## src/rtl/spi_loader_pkg.sv

```systemverilog
package spi_loader_pkg;
  typedef enum logic [1:0] {
    LD_CMD  = 2'd0,
    LD_HUNT = 2'd1,
    LD_DATA = 2'd2,
    LD_DONE = 2'd3
  } ld_state_t;
endpackage

```

## src/rtl/spi_clk_gen.sv

```systemverilog
module spi_clk_gen #(
  parameter int unsigned HALF_DIV = 4
) (
  input  logic clk,
  input  logic rst,
  input  logic run,
  output logic sclk,
  output logic rise,
  output logic fall
);
  localparam int unsigned CW = (HALF_DIV > 1) ? $clog2(HALF_DIV) : 1;

  logic [CW-1:0] cnt;

  always_ff @(posedge clk) begin
    if (rst || !run) begin
      cnt  <= '0;
      sclk <= 1'b0;
      rise <= 1'b0;
      fall <= 1'b0;
    end else begin
      rise <= 1'b0;
      fall <= 1'b0;
      if (cnt == CW'(HALF_DIV - 1)) begin
        cnt  <= '0;
        sclk <= ~sclk;
        rise <= ~sclk;
        fall <= sclk;
      end else begin
        cnt <= cnt + 1'b1;
      end
    end
  end
endmodule

```

## src/rtl/spi_shift_unit.sv

```systemverilog
module spi_shift_unit #(
  parameter int unsigned W       = 8,
  parameter logic [W-1:0] TX_INIT = '0
) (
  input  logic         clk,
  input  logic         rst,
  input  logic         shift_tx,
  input  logic         shift_rx,
  input  logic         miso,
  output logic         mosi,
  output logic [W-1:0] rx_next
);
  logic [W-1:0] tx_sr;
  logic [W-1:0] rx_sr;

  always_ff @(posedge clk) begin
    if (rst) begin
      tx_sr <= TX_INIT;
      rx_sr <= '0;
    end else begin
      if (shift_tx) tx_sr <= {tx_sr[W-2:0], 1'b0};
      if (shift_rx) rx_sr <= rx_next;
    end
  end

  assign mosi    = tx_sr[W-1];
  assign rx_next = {rx_sr[W-2:0], miso};
endmodule

```

## src/rtl/spi_image_loader.sv

```systemverilog
module spi_image_loader
  import spi_loader_pkg::*;
#(
  parameter int unsigned HALF_DIV    = 4,
  parameter int unsigned BATCH_BYTES = 512,
  parameter int unsigned IMAGE_BYTES = 4096,
  parameter int unsigned ADDR_W      = 16,
  parameter int unsigned DATA_W      = 8,
  parameter int unsigned BASE_ADDR   = 'hF000,
  parameter int unsigned CMD_BYTE    = 'h03
) (
  input  logic              clk,
  input  logic              rst,
  output logic              sclk,
  output logic              cs_n,
  output logic              mosi,
  input  logic              miso,
  output logic              mem_we,
  output logic [ADDR_W-1:0] mem_addr,
  output logic [DATA_W-1:0] mem_wdata,
  output logic              cpu_rst_n,
  output logic              bus_to_cpu,
  output logic              done
);
  localparam int unsigned IDX_W   = (IMAGE_BYTES > 1) ? $clog2(IMAGE_BYTES) : 1;
  localparam int unsigned BATCH_W = (BATCH_BYTES > 1) ? $clog2(BATCH_BYTES) : 1;
  localparam int unsigned BIT_W   = $clog2(DATA_W);
  localparam logic [IDX_W-1:0]   LAST_BYTE  = IDX_W'(IMAGE_BYTES - 1);
  localparam logic [BATCH_W-1:0] LAST_BATCH = BATCH_W'(BATCH_BYTES - 1);
  localparam logic [BIT_W-1:0]   LAST_BIT   = BIT_W'(DATA_W - 1);

  ld_state_t          state;
  logic [BIT_W-1:0]   bit_idx;
  logic [IDX_W-1:0]   byte_idx;
  logic [BATCH_W-1:0] batch_idx;
  logic               done_q;
  logic               run;
  logic               sclk_rise;
  logic               sclk_fall;
  logic [DATA_W-1:0]  rx_next;

  assign run = (state != LD_DONE);

  spi_clk_gen #(.HALF_DIV(HALF_DIV)) u_clk_gen (
    .clk  (clk),
    .rst  (rst),
    .run  (run),
    .sclk (sclk),
    .rise (sclk_rise),
    .fall (sclk_fall)
  );

  spi_shift_unit #(
    .W       (DATA_W),
    .TX_INIT (DATA_W'(CMD_BYTE))
  ) u_shift (
    .clk      (clk),
    .rst      (rst),
    .shift_tx (sclk_fall && state == LD_CMD),
    .shift_rx (sclk_rise && state == LD_DATA),
    .miso     (miso),
    .mosi     (mosi),
    .rx_next  (rx_next)
  );

  always_ff @(posedge clk) begin
    if (rst) begin
      state     <= LD_CMD;
      bit_idx   <= '0;
      byte_idx  <= '0;
      batch_idx <= '0;
      mem_we    <= 1'b0;
      mem_addr  <= '0;
      mem_wdata <= '0;
      cs_n      <= 1'b1;
      done_q    <= 1'b0;
    end else begin
      mem_we <= 1'b0;
      cs_n   <= (state == LD_DONE);
      done_q <= (state == LD_DONE);
      case (state)
        LD_CMD: begin
          if (sclk_rise) begin
            bit_idx <= bit_idx + 1'b1;
            if (bit_idx == LAST_BIT) begin
              bit_idx <= '0;
              state   <= LD_HUNT;
            end
          end
        end
        LD_HUNT: begin
          if (sclk_rise && miso) state <= LD_DATA;
        end
        LD_DATA: begin
          if (sclk_rise) begin
            bit_idx <= bit_idx + 1'b1;
            if (bit_idx == LAST_BIT) begin
              bit_idx   <= '0;
              mem_we    <= 1'b1;
              mem_wdata <= rx_next;
              mem_addr  <= ADDR_W'(BASE_ADDR) + ADDR_W'(byte_idx);
              byte_idx  <= byte_idx + 1'b1;
              if (byte_idx == LAST_BYTE) begin
                state <= LD_DONE;
              end else if (batch_idx == LAST_BATCH) begin
                batch_idx <= '0;
                state     <= LD_HUNT;
              end else begin
                batch_idx <= batch_idx + 1'b1;
              end
            end
          end
        end
        default: ;
      endcase
    end
  end

  assign done       = done_q;
  assign cpu_rst_n  = done_q;
  assign bus_to_cpu = done_q;
endmodule

```

## config.mk

```make
export PLATFORM = sky130hd
export DESIGN_NAME = spi_image_loader
export DESIGN_NICKNAME = d
export VERILOG_FILES = /design/src/rtl/spi_loader_pkg.sv /design/src/rtl/spi_clk_gen.sv /design/src/rtl/spi_shift_unit.sv /design/src/rtl/spi_image_loader.sv
export SDC_FILE = /design/constraint.sdc
export NUM_CORES = 1
export LEC_CHECK = 0
export CAP_MARGIN = 20
export CELL_PAD_IN_SITES_DETAIL_PLACEMENT = 1
export CELL_PAD_IN_SITES_GLOBAL_PLACEMENT = 2
export CORE_ASPECT_RATIO = 1.4
export CORE_MARGIN = 1
export CORE_UTILIZATION = 36
export DETAILED_ROUTE_END_ITERATION = 6
export PLACE_DENSITY_LB_ADDON = 0.1
export SLEW_MARGIN = 20
export SYNTH_ARGS = -nofsm -noshare
export SYNTH_HDL_FRONTEND = slang
export SYNTH_SLANG_ARGS = --single-unit
```

## constraint.sdc

```tcl
create_clock -name clk -period 4.25 [get_ports clk]
set_input_delay 0.85 -clock clk [delete_from_list [all_inputs] [get_ports clk]]
set_output_delay 0.85 -clock clk [all_outputs]
set_load 0.01 [all_outputs]
```

## Yosys cells after proc, flatten, opt, wreduce, memory -nomap -nowiden

Index checks and enable logic that the tools add are counted.

| word-level totals | value |
|---|---|
| register bits after elaboration | 73 |
| logic and storage cells | 65 |
| bits of input ports | 3 |

| cells by class | value |
|---|---|
| mux-type cells | 11 |
| reductions and logical operators | 15 |
| bitwise gates (word level) | 5 |
| equal/unequal tests | 14 |
| add/sub/neg operators | 5 |

Operators by type and width:

| cell | count |
|---|---|
| 13-bit by 13-bit adder with 14-bit output, first input constant | 1 |
| 2-bit 2-to-1 mux | 7 |
| 12-bit by 1-bit adder with 12-bit output, second input constant | 1 |
| 12-bit == test, second input constant | 1 |
| 9-bit by 1-bit adder with 9-bit output, second input constant | 1 |
| 9-bit == test, second input constant | 1 |
| 9-bit 2-to-1 mux | 1 |
| 2-bit by 1-bit != test with 1-bit output, second input constant | 4 |
| 7-bit AND reduction | 1 |
| 2-bit == test, second input constant | 3 |
| 2-bit case mux with 3 select lines | 1 |
| 2-bit OR reduction | 3 |
| 1-bit NOT | 5 |
| 2-bit != test, second input constant | 2 |
| 4-bit AND reduction | 1 |
| 3-bit by 1-bit adder with 3-bit output, second input constant | 1 |
| 3-bit == test, second input constant | 1 |
| 1-bit logical AND | 3 |
| 3-bit 2-to-1 mux | 1 |
| 3-bit by 1-bit != test with 1-bit output, second input constant | 1 |
| 3-bit AND reduction | 1 |
| 3-bit nonzero test | 1 |
| 3-bit OR reduction | 1 |
| 2-bit by 1-bit adder with 2-bit output, second input constant | 1 |
| other kinds (6) | 6 |

## Logic depth before layout (Yosys ltp)

Gate-level depths: netlist (run 1).

| depth | value |
|---|---|
| depth in word-level cells | 6 |
| gate-level depth with buffers | 10 |

## Hierarchy

From an unflattened synthesis (run 1), not the netlist that was laid out.

| unflattened totals | value |
|---|---|
| cell total of the unflattened synthesis | 329 |
| area, all modules | 3,029.2 um^2 |

Modules (own cells, without submodules):

| module | sequential area each (um^2) | cells an instance | area each (um^2) | times used |
|---|---|---|---|---|
| spi_image_loader | 1,001.0 | 266 | 2,326.0 | 1 |
| spi_shift_unit | 300.3 | 49 | 536.8 | 1 |
| spi_clk_gen | 100.1 | 14 | 166.4 | 1 |

## Least setup slack after synthesis (run 1)

Ideal clock, no wire load.

| path | value |
|---|---|
| kind | register -> register |
| start point | reg batch_idx[0] |
| end point | reg batch_idx[7] |
| clock period less this slack | 2.095 ns |
| data required time | 4.179 ns |
| buffers on the path | 1 |
| slack | 2.155 ns |
| cell stages (with the launch flop) | 11 |
| library setup time | 0.071 ns |
| data arrival time | 2.024 ns |
| cells stage by stage | dfxtp_1 ha_1 and3_1 and3_1 and3_1 ha_1 buf_2 nor2_1 nand2_1 or3_1 a21oi_1 |

| between the ends | value |
|---|---|
| longest elaborated chain between the ends | 2 |
| elaborated cells between the ends (all ways) | 3 |

Ends and longest elaborated chain:

| element | RTL line | RTL |
|---|---|---|
| start: declaration | spi_image_loader.sv:35 | `logic [BATCH_W-1:0] batch_idx;` |
| start signal: assignment | spi_image_loader.sv:109 | `batch_idx <= batch_idx + 1'b1;` |
| 9-bit by 1-bit adder with 9-bit output or 9-bit == test (tied branches) | spi_image_loader.sv:109, spi_image_loader.sv:105 |  |
| 9-bit 2-to-1 mux (*) | spi_image_loader.sv:105 | `end else if (batch_idx == LAST_BATCH) begin` |

Every way passes the cells marked *; elsewhere a longest branch is shown, timed or not.
A chain may end at the register's enable or synchronous reset.

## Final worst setup path (run 1)

Same ends and word-level chain as after synthesis.

==> results.toml, run 1 <==
[die]
num_rows = 38
coreArea_um2 = 7700
dieArea_um2 = 8270
start_util_pct = 37.0
fp.dieW_um = 77.2
ios = 34
die_y_um = 107

[logic_synthesis]
synth_simple_gate_area_share_pct = 25.1
synth_ff_type = "dfxtp_1"
syn_avg_cell_area_um2 = 8.50
yosysSeqAreaShare_pct = 49.2
yosys_warnings = 0
synthMuxAreaShare_pct = 1.10
synth_fp_nets = 348
synth_seq_cells = 70
synth_xor_area_share_pct = 2.77
yosys.cell_types.count = 41
netlist_area_um2 = 2850
synthAdderAreaFrac_pct = 4.40
synth_cells = 335
synth-compound-area-share_pct = 12.2
synth-edff-count = 0
synth_top_family_by_area = "simple AND/OR/NAND/NOR gates"
async_flop_share_pct = 0

[final_layout]
mostFrequentLayoutCells = "70 x nand2_1, 70 x dfxtp_1, 44 x a21oi_1"
area_delta_synth_final_pct = 20.4
multi_input_area_um2 = 1300
nFillCells = 937
final_core_util_pct = 44.5
stdcell_area_um2 = 3430
drive_gt1_share_pct = 7.95
fin_nets = 373
regArea_um2 = 1400
diodes = 0

[sta]
max_freq_mhz = 431
hold_ws_ps = 435
tightest_slew_ps = 720
finalCritPeriodShare_pct = 54.6
finalHoldViolCount = 0
fin_crit_ps = 2320
report.final.slew_viol_count = 0
slew_headroom_pct = 52.0
clock_skew_ps = 5.91
rsz0062_at_grt = "false"
tns_ps = 0
final-setup-viol-count = 0

[cts]
clock_latency_ps = 340
cts.clk_slew.worst_paths_ps = 70
cts-root-buf = "clkbuf_8"
cts_tree = "done"
numCtsBuffers = 9
postCtsSetupBuffers = 0
numClockSinks = 70
h-tree-depth = 3
ctsHoldBuffers = 0
cts_buffer_depth = 2
post_cts_resize_count = 0

[run]
maxCapViolCount = 0

[hold_path]
whs_path_depth = 1
min_path_type = "register to register"
hp-start = "u_clk_gen.cnt[0]"
min_to = "u_clk_gen.cnt[0]"

[power]
power.internal_mw = 1.02
power.density_nw_per_um2 = 375
static-leakage-power_nw = 1.22
irDropWorstVdd_mv = 0.223
clockPowerShare_pct = 46.4
comb_power_share_pct = 1.9
netSwitchingFraction_pct = 20.9
p_seq_share_pct = 51.6
p_sw_mw = 0.269
total_power_mw = 1.29

[setup_path]
r2r_start = "batch_idx[0]"
cp-end-kind = "register"
worst-path-max-fanout = 10
timing.rr.end = "batch_idx[7]"
reg2reg_depth = 9
worst_ep_arrival_time_ps = 2600
critPathRequiredTime_ps = 4520
cp-start-kind = "register"
setup.worst_path.class = "register to register"
reg2reg_slack_ps = 1930

[drt]
wl_per_cell_um = 13.4
wl_um = 6240
drc = 0
ant_nets = 0
drt_iter0_drc = 88
vias_per_cell = 4.97
vias = 2310
drt_first_pass_iters = 4

[placed_design]
place_area_um2 = 3200
place.gp.congestion = 0.746
dp_hpwl_um = 4320
port_buffers = 33

[grt]
antenna_found_initial = 0
grt_pass1_wl_um = 10900
overflow = 0
grt_max_degree = 40
grt_pass1_vias = 2359
grt_use_total_pct = 16.8

[outcome]
status = "finished, final reports clean"
## power groups by stage
stage               combinational, mW  sequential, mW  clock, mW
detailed placement             0.0259           0.679          0
finish                         0.0249           0.664      0.597
global placement               0.0252           0.679          0
CTS                            0.0259           0.664      0.623
floorplan                      0.0177           0.678          0
global route                   0.0284           0.664      0.647
## stage by stage
stage / instances / worst slack, ps
final: 465 / 1930
after global routing: 465 / 1690
after CTS: 465 / 1900
after detailed placement: 449 / 1820
after global placement: 449 / 1840
after floorplan: 335 / 2150
## area by class of cell
cell class,instances,area share (%)
clock buffers,11,4.13
clock inverters,5,2.41
inverters,8,0.876
multi-input cells,235,37.9
flip-flops and latches,70,40.9
well taps,100,3.65
repair buffers,36,10.1
## worst max-delay path, stage by stage (launching register included)
cell and delay [ps]:
dfxtp_1 330, ha_1 220, and3_1 200, and3_1 210, and3_1 180, ha_1 300, nor2_1 230, nand2_1 140
or3_1 320, a21oi_1 130
## cell usage after synthesis (2+ instances only)
library cell / n / share of area, %
o21ai_0: 10 / 1.8
dfxtp_1: 70 / 49
nand4_1: 3 / 0.66
nor2_1: 24 / 3.2
buf_4: 6 / 1.6
buf_1: 3 / 0.40
xnor2_1: 7 / 2.2
nand2_1: 70 / 9.2
nor3b_1: 3 / 0.79
a32o_1: 2 / 0.70
and3_1: 7 / 1.5
xor2_1: 2 / 0.62
inv_1: 8 / 1.1
nand4b_1: 2 / 0.62
a31o_2: 2 / 0.62
clkbuf_1: 9 / 1.2
nor3_1: 6 / 1.1
buf_2: 3 / 0.53
a21oi_1: 44 / 7.7
mux2i_1: 2 / 0.70
nand3_1: 19 / 3.3
or3_1: 5 / 1.1
ha_1: 10 / 4.4
## state kept, by name, indices dropped and copies added, names as in the netlist
register,flops
bit_idx,3
mem_addr,13
byte_idx,12
cs_n,1
u_shift.tx_sr,8
bus_to_cpu,1
mem_wdata,8
state,2
u_clk_gen.sclk,1
u_clk_gen.fall,1
u_clk_gen.cnt,2
mem_we,1
u_shift.rx_sr,7
u_clk_gen.rise,1
batch_idx,9
## per-layer routing
metal | vias up | track usage, % | share of wire [%]
li1 | 1182 | - | -
met1 | 1097 | 18.9 | 46
met2 | 26 | 29.5 | 50
met3 | 5 | 4.43 | 2.0
met4 | 0 | 7.28 | 1.3
met5 | - | 0 | 0
## kinds of logic (layout without fill, tap and decap cells)
family                     count (synthesis)  in the layout
xor gates and xnor gates                   9              9
buffers and inverters                     30             60
adders and majority gates                 10             10
AOI/OAI and AO/OA                         63             63
DFF                                       70             70
muxes                                      3              3
and+or+nand+nor                          150            150
## worst max-delay path by stage
stage	start	end	cells past startpoint
after floorplan	batch_idx[0]	batch_idx[7]	10
after global placement	miso	state[1]	6
after detailed placement	miso	state[1]	6
after CTS	state[0]	byte_idx[11]	7
after global routing	state[0]	batch_idx[3]	6
final	batch_idx[0]	batch_idx[7]	9
Power figures use the tool's default switching activity.
==> inputs of run 2 (changes only) <==
Settings changed: CORE_UTILIZATION 36 to 30.
Clock period 4.25 ns to 2 ns, I/O delays scaled along.
==> run 2 against run 1 <==
  * Count of clock-buffer cells in the layout fell by 1
  * The flow now finishes with violations (design-rule violations)
  * Via count rose by 4.9%
  * Largest power group is now the clock network
  * First-iteration DRC count fell by 41%
  * Worst setup slack got worse by 1900 ps
  * Utilization fell by 4.0 points
  * Die area rose by 20%
  * Clock skew fell by 1.6 ps
==> results.toml, run 2 (same netlist as run 1, synthesis figures left out) <==
[grt]
grt_pass1_vias = 2338
grt_pass1_wl_um = 11200
grt_use_total_pct = 14.9
overflow = 0
antenna_found_initial = 0
grt_max_degree = 25

[die]
start_util_pct = 31.2
dieArea_um2 = 9890
ios = 34
coreArea_um2 = 9130
die_y_um = 117
num_rows = 41
fp.dieW_um = 84.3

[setup_path]
cp_common_cell = "and3_4"
crit_chain = "ha_4 -> and3_4 -> and3_4 -> and3_4 -> ha_4 -> nand2b_4 -> o21ai_2 -> or3b_1 -> a21oi_2"
critPathBufInv = 0
setup.worst_path.class = "register to register"
worst-path-max-fanout = 3
critPathTopFamily = "simple AND/OR/NAND/NOR gates"
worst_ep_arrival_time_ps = 2220
cp-start-kind = "register"
critPathRequiredTime_ps = 2270
cp-end-kind = "register"
slowest_delay_ps = 380
slowest_stage = "or3b_1"

[drt]
vias = 2423
drc = 4
vias_per_cell = 4.98
wl_um = 6830
drt_iter0_drc = 52
wl_per_cell_um = 14.0
ant_nets = 0
drt_first_pass_iters = 6

[cts]
numClockSinks = 70
postCtsSetupBuffers = 0
cts_tree = "done"
h-tree-depth = 3
numCtsBuffers = 9
clock_latency_ps = 330
cts.clk_slew.worst_paths_ps = 60
cts-root-buf = "clkbuf_16"
cts_buffer_depth = 2

[final_layout]
drive_gt1_share_pct = 15.0
multi_input_area_um2 = 1360
final_common_cell = "nand2_1"
regArea_um2 = 1400
area_delta_synth_final_pct = 29.8
diodes = 0
fin_nets = 388
largest-register = "mem_addr"
stdcell_area_um2 = 3690
largest_reg_flops = 13
mostFrequentLayoutCells = "69 x nand2_1, 68 x dfxtp_1, 44 x a21oi_1"
nFillCells = 1076
reg_top3 = "mem_addr: 13 flops, byte_idx: 12 flops, batch_idx: 9 flops"

[outcome]
status = "complete, but fails checks"
failed_checks = "design-rule violations"

[hold_path]
min_path_type = "input pin to register"

[sta]
finalHoldViolCount = 0
rsz0062_at_grt = "true"
report.final.slew_viol_count = 0
tightest_slew_ps = 378
slew_headroom_pct = 74.7
max_freq_mhz = 513
clock_skew_ps = 4.34
finalCritPeriodShare_pct = 97.4
fin_crit_ps = 1950
hold_ws_ps = 375
final-setup-viol-count = 0

[run]
maxCapViolCount = 0

[placed_design]
place_area_um2 = 3380
dp_hpwl_um = 4760
port_buffers = 33
place.gp.congestion = 0.775

[power]
static-leakage-power_nw = 1.32
irDropWorstVdd_mv = 0.492
power.density_nw_per_um2 = 832
[run 2: timing repair]
item,CTS,global route
endpoints found under the setup margin,0,7
hold buffers,0,0
resized for setup,0,4
[run 2: layout make-up]
class | count | area share [%]
Multi-Input combinational cell | 235 | 36.9
Tap cell | 107 | 3.62
Clock buffer | 10 | 6.47
Sequential cell | 70 | 38.0
Inverter | 8 | 0.813
Timing Repair Buffer | 51 | 12.6
Clock inverter | 6 | 1.66
[run 2: path summary, 6_finish.rpt]
check                         from               end  slack [ps]  depth (start not counted)
hold / removal                 rst          state[1]         380                          2
hold reg to reg   u_clk_gen.cnt[0]  u_clk_gen.cnt[0]         430                          1
setup reg to reg      batch_idx[1]          state[1]          50                          9
setup / recovery      batch_idx[1]          state[1]          50                          9
[run 2: where the power goes]
group	total, mW	internal (mW)	switching, mW
registers	1.41	1.40	0.00598
clock network	1.60	0.994	0.608
logic	0.0615	0.0231	0.0384
total	3.07	2.42	0.652
[run 2: per-stage QoR]
stage / utilization [%] / cells / power (mW) / worst slack [ps] / setup TNS [ps]
finish: 40.5 / 487 / 3.07 / 52.0 / 0
detailed placement: 37.0 / 471 / 1.51 / 2.57 / 0
global route: 40.5 / 487 / 3.19 / -15.8 / -15.8
floorplan: - / 335 / 1.48 / 27.6 / 0
CTS: 40.3 / 487 / 3.13 / 20.1 / 0
global placement: 37.0 / 471 / 1.50 / 42.9 / 0
[run 2: metal layers]
layer	wire length (um)	track usage, %	vias up	part of all wire (%)
li1	-	-	1214	-
met1	2980	17.1	1157	44
met2	3430	25.5	36	50
met3	177	2.38	16	2.6
met4	240	10.5	0	3.5
met5	0	0	-	0
==> inputs of run 3 (changes only) <==
Settings changed: CORE_MARGIN 1 to 2, CORE_UTILIZATION 30 to 34, DONT_BUFFER_PORTS set to 1.
==> run 3 against run 2 <==
  * The run now ends clean
  * Design area down 9.5%
  * Total power decreased by 2.2%
  * Register-to-register slack is essentially flat
  * Sequential power about the same
  * Largest power group unchanged
  * Critical path type unchanged
  * Global-route usage up 0.98 points
  * Clock power about the same
  * Wire length down 4.3%
  * Die area is 7.7% lower
  * Non-clock buffer count is 34 lower
  * First-iteration DRC count up 100%
  * Count of clock-buffer cells in the layout grew 2
  * Via count decreased by 7.0%
==> results.toml, run 3 (same netlist as run 1, synthesis figures left out) <==
[outcome]
status = "finished, final reports clean"

[setup_path]
worst-path-max-fanout = 6
cp-start-kind = "register"
setup.worst_path.class = "register to register"
timing.rr.end = "state[1]"
reg2reg_slack_ps = 50
cp-end-kind = "register"
worst_ep_arrival_time_ps = 2210
reg2reg_depth = 9
r2r_start = "batch_idx[1]"
critPathRequiredTime_ps = 2260

[die]
start_util_pct = 34.9
die_y_um = 112
dieArea_um2 = 9130
coreArea_um2 = 8150
fp.dieW_um = 81.3
num_rows = 39
ios = 34

[final_layout]
final_core_util_pct = 41.0
final_cells = 447
diodes = 0
largest_reg_flops = 13
stdcell_area_um2 = 3340
final_common_cell = "nand2_1"
mostFrequentLayoutCells = "70 x nand2_1, 68 x dfxtp_1, 44 x a21oi_1"
fin_nets = 354
area_delta_synth_final_pct = 17.4
drive_gt1_share_pct = 14.5
largest-register = "mem_addr"
reg_top3 = "mem_addr: 13 flops, byte_idx: 12 flops, batch_idx: 9 flops"

[placed_design]
dp_hpwl_um = 4350
place_inst = 430
place_area_um2 = 3030
place.gp.congestion = 0.728
port_buffers = 0

[cts]
ctsHoldBuffers = 0
cts.clk_slew.worst_paths_ps = 50
cts-root-buf = "clkbuf_16"
cts_tree = "done"
h-tree-depth = 3
cts_buffer_depth = 2
numCtsBuffers = 9
numClockSinks = 70
clock_latency_ps = 330

[sta]
finalHoldViolCount = 0
clock_skew_ps = 6.83
slew_headroom_pct = 71.0
final-setup-viol-count = 0
fin_crit_ps = 1950
tns_ps = 0
finalCritPeriodShare_pct = 97.4
tightest_slew_ps = 435
rsz0062_at_grt = "true"
max_freq_mhz = 513
hold_ws_ps = 134
report.final.slew_viol_count = 0

[grt]
antenna_found_initial = 0
grt_pass1_wl_um = 11000
overflow = 0
grt_use_total_pct = 15.8
grt_max_degree = 65
grt_pass1_vias = 2280

[run]
maxCapViolCount = 0

[hold_path]
hp-start = "rst"
whs_path_depth = 1
min_to = "batch_idx[1]"
min_path_type = "input pin to register"

[power]
static-leakage-power_nw = 1.19
power.density_nw_per_um2 = 899
irDropWorstVdd_mv = 0.410

[drt]
wl_um = 6540
vias = 2254
vias_per_cell = 5.04
drc = 0
drt_first_pass_iters = 4
drt_iter0_drc = 105
wl_per_cell_um = 14.6
ant_nets = 0
## run 3: changes by cell type in the layout (fill, tap and decap cells not counted), moves of 2 or more
cell / change
clkdlybuf4s50_1: -32
clkinv_2: -3
clkbuf_1: +2
dfxtp_2: -2
dfxtp_4: +2
## run 3: worst max-delay path by stage
stage	from	to
after floorplan	batch_idx[1]	state[1]
after global placement	batch_idx[1]	state[1]
after detailed placement	batch_idx[1]	state[1]
after CTS	batch_idx[1]	state[1]
after global routing	batch_idx[0]	state[1]
final	batch_idx[1]	state[1]
## run 3: what timing repair did
action                                  CTS  global route
setup buffers                             1             1
endpoints found under the setup margin    1             4
cloned                                    0             0
resized for setup                         0             3
pin swaps                                 0             1
## run 3: final cells by class
cell class | count | area [um^2]
clock buffers | 12 | 246
multi-input cells | 235 | 1360
clock inverters | 3 | 45.0
inverters | 8 | 30.0
well taps | 102 | 128
repair buffers | 17 | 128
fillers | 962 | 4810
flip-flops and latches | 70 | 1410
## run 3: power breakdown
part / internal [mW] / leakage, nW / total (mW) / switching [mW]
Sequential: 1.40 / 0.566 / 1.41 / 0.00757
Clock: 0.993 / 0.135 / 1.57 / 0.578
Combinational: 0.0115 / 0.487 / 0.0248 / 0.0133
## run 3: stage by stage
stage                     power (mW)  setup slack [ps]
after CTS                       3.07              4.53
after detailed placement        1.47              12.0
after floorplan                 1.48              27.6
after global placement          1.47              46.9
after global routing            3.13             -1.43
final                           3.01              51.8
## run 3: critical path, cell delays in order (launching register included)
cell and delay, ps:
dfxtp_4 350, ha_4 130, and3_4 170, and3_4 180, and3_4 190, ha_4 170, nand2b_4 130, o21ai_2 70
or3b_1 380, a21oi_2 110
## run 3: routing by layer
metal | GRT usage, % | wire [um] | vias up
met5 | 0 | 0 | -
met4 | 7.46 | 116 | 0
met3 | 4.42 | 198 | 9
met2 | 25.2 | 3150 | 25
met1 | 19.5 | 3080 | 1079
li1 | - | - | 1141
